### config.mk
export PLATFORM = sky130hd
export DESIGN_NAME = attr_wbuf
export DESIGN_NICKNAME = d
export VERILOG_FILES = /design/src/rtl/wbuf_pkg.sv /design/src/rtl/wbuf_fifo.sv /design/src/rtl/wbuf_front.sv /design/src/rtl/attr_wbuf.sv
export SDC_FILE = /design/constraint.sdc
export NUM_CORES = 2
export LEC_CHECK = 0
export ABC_AREA = 1
export BUFFER_PORTS_ARGS = -buffer_cell sky130_fd_sc_hd__clkbuf_2
export CORE_UTILIZATION = 43
export CTS_CLUSTER_SIZE = 16
export DETAILED_ROUTE_END_ITERATION = 6
export PLACE_DENSITY = 0.67
export SLEW_MARGIN = 25
export SYNTH_ARGS = -nofsm -noshare
export SYNTH_HDL_FRONTEND = slang
export SYNTH_HIERARCHICAL = 1
export SYNTH_SLANG_ARGS = --single-unit
### constraint.sdc
create_clock -name clk_i -period 46 [get_ports clk_i]
set_input_delay 9.2 -clock clk_i [delete_from_list [all_inputs] [get_ports clk_i]]
set_output_delay 9.2 -clock clk_i [all_outputs]
set_load 0.01 [all_outputs]
### src/rtl/wbuf_pkg.sv
package wbuf_pkg;
  localparam int ADDR_W     = 32;
  localparam int DATA_W     = 32;
  localparam int LINE_WORDS = 8;
  localparam int CNT_W      = $clog2(LINE_WORDS + 1);
  localparam int OFS_W      = $clog2(LINE_WORDS);
  localparam int LINE_LSB   = OFS_W + 2;

  typedef struct packed {
    logic [ADDR_W-1:0]                  addr;
    logic [LINE_WORDS-1:0][DATA_W-1:0]  data;
    logic [CNT_W-1:0]                   cnt;
    logic                               burst;
  } wb_entry_t;

  typedef enum logic [1:0] {CLS_POST, CLS_MERGE, CLS_SYNC} st_class_e;
endpackage

### src/rtl/wbuf_fifo.sv
module wbuf_fifo import wbuf_pkg::*; #(
  parameter int DEPTH = 8
) (
  input  logic      clk_i,
  input  logic      rst_ni,
  input  logic      push_i,
  input  wb_entry_t push_e_i,
  input  logic      pop_i,
  output wb_entry_t head_o,
  output logic      empty_o,
  output logic      full_o
);
  localparam int PW = (DEPTH > 1) ? $clog2(DEPTH) : 1;

  wb_entry_t      store_q [DEPTH];
  logic [PW-1:0]  wr_q, rd_q;
  logic [PW:0]    cnt_q;

  function automatic logic [PW-1:0] bump(input logic [PW-1:0] p);
    return (p == PW'(DEPTH - 1)) ? '0 : p + 1'b1;
  endfunction

  always_ff @(posedge clk_i or negedge rst_ni) begin
    if (!rst_ni) begin
      wr_q  <= '0;
      rd_q  <= '0;
      cnt_q <= '0;
    end else begin
      if (push_i) wr_q <= bump(wr_q);
      if (pop_i)  rd_q <= bump(rd_q);
      if (push_i && !pop_i)      cnt_q <= cnt_q + 1'b1;
      else if (pop_i && !push_i) cnt_q <= cnt_q - 1'b1;
    end
  end

  always_ff @(posedge clk_i) begin
    if (push_i) store_q[wr_q] <= push_e_i;
  end

  assign head_o  = store_q[rd_q];
  assign empty_o = (cnt_q == '0);
  assign full_o  = (cnt_q == (PW+1)'(DEPTH));

  assert_no_overflow_R9: assert property (@(posedge clk_i) disable iff (!rst_ni)
    push_i |-> (!full_o || pop_i));
  assert_no_underflow_R10: assert property (@(posedge clk_i) disable iff (!rst_ni)
    pop_i |-> !empty_o);
endmodule

### src/rtl/wbuf_front.sv
module wbuf_front import wbuf_pkg::*; (
  input  logic              clk_i,
  input  logic              rst_ni,
  input  logic              en_i,
  input  logic              st_valid_i,
  input  logic [ADDR_W-1:0] st_addr_i,
  input  logic [DATA_W-1:0] st_data_i,
  input  logic              st_b_i,
  input  logic              st_c_i,
  input  logic              st_multi_i,
  input  logic              st_last_i,
  input  logic              drain_i,
  input  logic              q_full_i,
  input  logic              q_empty_i,
  output logic              stall_o,
  output logic              push_o,
  output wb_entry_t         push_e_o,
  output logic              drain_done_o
);
  wb_entry_t  open_q, open_d, single_e, grown_e;
  logic       open_v_q, open_v_d, sync_q, sync_d, drain_q, drain_d;
  st_class_e  cls;
  logic       match, closes;
  logic [OFS_W-1:0] ofs, open_ofs;

  always_comb begin
    if (!en_i || (!st_b_i && !st_c_i))             cls = CLS_SYNC;
    else if (!st_b_i && st_c_i && st_multi_i)      cls = CLS_MERGE;
    else                                           cls = CLS_POST;
  end

  assign ofs      = st_addr_i[LINE_LSB-1:2];
  assign open_ofs = open_q.addr[LINE_LSB-1:2];
  assign match    = open_v_q
                 && (st_addr_i[ADDR_W-1:LINE_LSB] == open_q.addr[ADDR_W-1:LINE_LSB])
                 && (CNT_W'(ofs) == CNT_W'(open_ofs) + open_q.cnt);
  assign closes   = st_last_i || (ofs == OFS_W'(LINE_WORDS - 1));

  always_comb begin
    single_e         = '0;
    single_e.addr    = st_addr_i;
    single_e.data[0] = st_data_i;
    single_e.cnt     = CNT_W'(1);
    grown_e          = open_q;
    grown_e.data[open_q.cnt[OFS_W-1:0]] = st_data_i;
    grown_e.cnt      = open_q.cnt + 1'b1;
    grown_e.burst    = 1'b1;
  end

  always_comb begin
    stall_o      = st_valid_i;
    push_o       = 1'b0;
    push_e_o     = open_q;
    open_v_d     = open_v_q;
    open_d       = open_q;
    sync_d       = sync_q;
    drain_d      = drain_q | drain_i;
    drain_done_o = 1'b0;
    if (drain_q) begin
      if (open_v_q) begin
        if (!q_full_i) begin push_o = 1'b1; open_v_d = 1'b0; end
      end else if (q_empty_i) begin
        drain_done_o = 1'b1;
        drain_d      = drain_i;
      end
    end else if (st_valid_i) begin
      if (open_v_q && !(cls == CLS_MERGE && match)) begin
        // queue the open merge first, newcomer waits a cycle
        if (!q_full_i) begin push_o = 1'b1; open_v_d = 1'b0; end
      end else begin
        case (cls)
          CLS_MERGE: begin
            if (closes) begin
              if (!q_full_i) begin
                push_o   = 1'b1;
                push_e_o = open_v_q ? grown_e : single_e;
                open_v_d = 1'b0;
                stall_o  = 1'b0;
              end
            end else begin
              stall_o  = 1'b0;
              open_v_d = 1'b1;
              open_d   = open_v_q ? grown_e : single_e;
            end
          end
          CLS_SYNC: begin
            if (!sync_q) begin
              if (!q_full_i) begin push_o = 1'b1; push_e_o = single_e; sync_d = 1'b1; end
            end else if (q_empty_i) begin
              stall_o = 1'b0;
              sync_d  = 1'b0;
            end
          end
          default: begin
            if (!q_full_i) begin push_o = 1'b1; push_e_o = single_e; stall_o = 1'b0; end
          end
        endcase
      end
    end
  end

  always_ff @(posedge clk_i or negedge rst_ni) begin
    if (!rst_ni) begin
      open_v_q <= 1'b0;
      open_q   <= '0;
      sync_q   <= 1'b0;
      drain_q  <= 1'b0;
    end else begin
      open_v_q <= open_v_d;
      open_q   <= open_d;
      sync_q   <= sync_d;
      drain_q  <= drain_d;
    end
  end

  assert_sync_after_empty_R3: assert property (@(posedge clk_i) disable iff (!rst_ni)
    (st_valid_i && !stall_o && cls == CLS_SYNC) |-> (q_empty_i && !open_v_q));
  assert_open_in_line_R5: assert property (@(posedge clk_i) disable iff (!rst_ni)
    open_v_q |-> ((CNT_W'(open_ofs) + open_q.cnt) <= CNT_W'(LINE_WORDS - 1)));
  assert_done_pulse_R8: assert property (@(posedge clk_i) disable iff (!rst_ni)
    (drain_done_o && !drain_i) |=> !drain_done_o);
endmodule

### src/rtl/attr_wbuf.sv
module attr_wbuf import wbuf_pkg::*; #(
  parameter int DEPTH = 8
) (
  input  logic                         clk_i,
  input  logic                         rst_ni,
  input  logic                         ctrl_we_i,
  input  logic                         ctrl_mmu_en_i,
  input  logic                         ctrl_wb_en_i,
  input  logic                         st_valid_i,
  input  logic [ADDR_W-1:0]            st_addr_i,
  input  logic [DATA_W-1:0]            st_data_i,
  input  logic                         st_b_i,
  input  logic                         st_c_i,
  input  logic                         st_multi_i,
  input  logic                         st_last_i,
  output logic                         stall_o,
  input  logic                         drain_i,
  output logic                         drain_done_o,
  output logic                         mem_req_o,
  output logic [ADDR_W-1:0]            mem_addr_o,
  output logic [LINE_WORDS*DATA_W-1:0] mem_data_o,
  output logic [CNT_W-1:0]             mem_len_o,
  output logic                         mem_burst_o,
  input  logic                         mem_done_i
);
  logic      mmu_q, wben_q, q_empty, q_full, push, pop;
  wb_entry_t push_e, head;

  always_ff @(posedge clk_i or negedge rst_ni) begin
    if (!rst_ni) begin
      mmu_q  <= 1'b0;
      wben_q <= 1'b0;
    end else if (ctrl_we_i) begin
      mmu_q  <= ctrl_mmu_en_i;
      wben_q <= ctrl_wb_en_i;
    end
  end

  wbuf_front u_front (
    .clk_i, .rst_ni,
    .en_i        (mmu_q & wben_q),
    .st_valid_i, .st_addr_i, .st_data_i, .st_b_i, .st_c_i, .st_multi_i, .st_last_i,
    .drain_i,
    .q_full_i    (q_full),
    .q_empty_i   (q_empty),
    .stall_o,
    .push_o      (push),
    .push_e_o    (push_e),
    .drain_done_o
  );

  assign pop = mem_done_i & ~q_empty;

  wbuf_fifo #(.DEPTH(DEPTH)) u_fifo (
    .clk_i, .rst_ni,
    .push_i   (push),
    .push_e_i (push_e),
    .pop_i    (pop),
    .head_o   (head),
    .empty_o  (q_empty),
    .full_o   (q_full)
  );

  assign mem_req_o   = ~q_empty;
  assign mem_addr_o  = head.addr;
  assign mem_data_o  = head.data;
  assign mem_len_o   = head.cnt;
  assign mem_burst_o = head.burst;

  assert_req_hold_R10: assert property (@(posedge clk_i) disable iff (!rst_ni)
    (mem_req_o && !mem_done_i) |=> (mem_req_o && $stable(mem_addr_o) && $stable(mem_len_o)
                                    && $stable(mem_data_o)));
  assert_burst_len_R4: assert property (@(posedge clk_i) disable iff (!rst_ni)
    mem_req_o |-> (mem_burst_o == (mem_len_o > CNT_W'(1))));
endmodule

==> out/qor.yml <==
status: "finished clean"
portBuffers: 371
min_period_ns: 20.82
async_flop_share: 0.116
grt_max_degree: 231
synth_cell_types: 35
start_util: 0.434
r2r_slack_ns: 37.76
slowest_stage: "nand2_8"
crit_chain: "clkbuf_2 -> inv_1 -> nand2_1 -> nand2_1 -> nor2_1 -> nand2_1 -> nor2_1 -> nand2_1 -> nor2_1 -> nand2_1 -> nand2_8 -> a21oi_1 -> clkbuf_2"
n_fill_cell: 25900
drtPass1Iterations: 6
power.leakage_nw: 61.1
routabilityCongestion: 0.816
via_count: 91400
wire_per_inst_um: 18.6
reg2reg_from: "u_front/open_q[1]"
drc_errors: 0
holdBufCountCts: 0
grt_pass1_wl_um: 507000
synth-seq-area-share: 0.629
area_growth_pct: 11.1
num_rows: 196
crit_end: "stall_o"
finClkSkew_ns: 0.0636
hold_violations: 0
placed_cells: 17500
crit_cells: 13
max_cap_violations: 0
cts_buffers: 290
start_kind: "input pin"
coreArea_um2: 286000
cp_slowest_stage_delay_ns: 0.52
synth-edff-count: 2344
postCtsSetupBuffers: 0
fin_util: 0.482
fin_crit_sh: 0.453
maxSlewHeadroom: 0.253
clk_pin_slew_ns: 0.05
r2r_cells: 19
path_buf_inv: 3
grt_usage: 0.227
ir_drop_mv: 0.0499
die_w_um: 539
grt_pass1_vias: 82600
hpwl_um: 181000
ctsResizeCount: 0
yosysWarnings: 6
required_ns: 36.80
synth_seq_cells: 2652
slew_viol_final: 0
cts_max_path_buffers: 4
grt_antenna_before_repair: 27
cp-end-kind: "output pin"
boundaryPins: 372
via_per_inst: 5.04
ys.flop_type: "edfxtp_1"
synth_area_per_cell_um2: 8.83
htree_levels: 5
worst_path_most_repeated_cell: "nand2_1"
die_area_um2: 291000
arrival_ns: 11.62
netlist_instances: 14100
worstSetupPathType: "in -> out"
crit_family: "simple AND/OR/NAND/NOR gates"
final_cells: 18100
crit_path_max_fanout: 94
cts.sinks: 2652
crit_start: "st_addr_i[12]"
routed_wirelength_um: 338000
worst_pin_slew_ns: 1.12
finalNetCount: 14200
multi_input_area_um2: 36400
hold_slack_ns: 0.475
cts-root-buf: "clkbuf_16"
ant_nets: 0
cts_tree: "yes"
drive_gt1_frac: 0.0686
rsz0062_at_grt: "no"
clkLatencyLatePin_ns: 0.91
rr_endpoint: "u_fifo/store_q[0][129]"
hp-class: "reg -> reg"
drt_first_iter_violations: 9943
setup_violations: 0
max_freq_mhz: 48.0
gr-total-overflow: 0
netlist_area_um2: 124000
syn_nets: 14100
timing.setup.tns_ns: 0
fp.dieH_um: 539
powerDensity_nw_per_um2: 54.3
register_area_um2: 78100
-- per-stage QoR --
stage	cell area, um2	total power [mW]	setup WS, ns
floorplan	124000	4.49	22.04
detailed placement	128000	5.28	25.24
CTS	138000	7.54	25.24
global placement	128000	5.25	25.22
finish	138000	7.49	25.18
global route	138000	7.92	25.11
-- cells in the final DEF, fill, tap and decap left out, types with 63 or more instances in the layout --
master,n
dfrtp_1,304
nor2_1,2604
o21ai_0,269
inv_1,1560
o22ai_1,63
buf_4,135
clkbuf_16,291
clkbuf_1,66
nand3_1,82
nand4_1,520
edfxtp_1,2344
clkbuf_2,370
nand2_1,5376
clkinv_1,63
-- state kept, by name, indices dropped and copies added (netlist names) --
signal	count
u_fifo/rd_q	3
u_fifo/store_q	2344
u_front/open_q	261
u_front/sync_q	1
u_front/grown_e	32
mmu_q	1
u_front/drain_q	1
u_fifo/wr_q	3
u_fifo/cnt_q	4
wben_q	1
u_front/open_v_q	1
-- cells by family after synthesis --
| kind of cell | synth area share |
|---|---|
| flops | 0.629 |
| buf+inv | 0.0793 |
| compound gates | 0.0166 |
| xor+xnor | 0.00134 |
| fa+ha+maj | 0.00143 |
| simple gates | 0.272 |
-- synthesized netlist by cell type, types with 2 or more instances --
cell,instances,area [um2]
buf_4,96,721
inv_2,3,11.3
buf_1,27,101
nor3_1,5,25.0
nand4_1,520,3250
dfrtp_1,308,7710
o21ai_0,269,1350
buf_2,372,1860
xor2_1,3,26.3
o21ai_1,2,10.0
edfxtp_1,2344,70400
ha_1,11,138
nor2_1,2613,9810
clkinv_1,3,11.3
a21oi_1,9,45.0
nand3_2,2,20.0
o22ai_1,63,394
nor4_1,3,18.8
clkbuf_1,296,1110
inv_1,1571,5900
nand3_1,87,435
buf_6,12,135
nand2_1,5381,20200
xnor2_1,16,140
o21a_1,32,240
fa_1,2,40.0
-- worst min path at each step --
stage | start | endpoint | slack (ns) | cells after the start
after floorplan | wben_q | wben_q | 0.44 | 2
after global placement | u_front/open_q[0] | u_front/open_q[0] | 0.46 | 2
after detailed placement | u_front/open_q[0] | u_front/open_q[0] | 0.46 | 2
after CTS | u_front/open_q[0] | u_front/open_q[0] | 0.47 | 2
after global routing | u_front/open_q[0] | u_front/open_q[0] | 0.49 | 2
final | u_front/open_q[0] | u_front/open_q[0] | 0.48 | 2
-- tightest hold or removal path, delay by kind of cell, from the launching register on --
kind | cells | cell delay [ns]
flip-flops | 1 | 0.34
AND/OR/NAND/NOR | 2 | 0.11
-- routing by layer --
metal | up-vias | share of wire | global-route usage
li1 | 44300 | - | -
met1 | 42900 | 0.42 | 0.307
met2 | 3568 | 0.47 | 0.371
met3 | 542 | 0.082 | 0.0355
met4 | 2 | 0.030 | 0.0803
met5 | - | 0.000027 | 0
-- cell type report --
| type | instances | area share |
|---|---|---|
| Clock inverter | 162 | 0.0116 |
| Multi-Input combinational cell | 9027 | 0.264 |
| Sequential cell | 2652 | 0.566 |
| Tap cell | 3762 | 0.0341 |
| Antenna cell | 58 | 0.00105 |
| Timing Repair Buffer | 533 | 0.0243 |
| Inverter | 1577 | 0.0431 |
| Clock buffer | 367 | 0.0556 |
-- power breakdown --
group / switching (mW) / internal (mW) / total, mW
Sequential: 0.0416 / 2.67 / 2.72
Combinational: 1.79 / 0.718 / 2.51
Clock: 0.977 / 1.29 / 2.27
No activity file was read; power rests on OpenSTA's default activity.
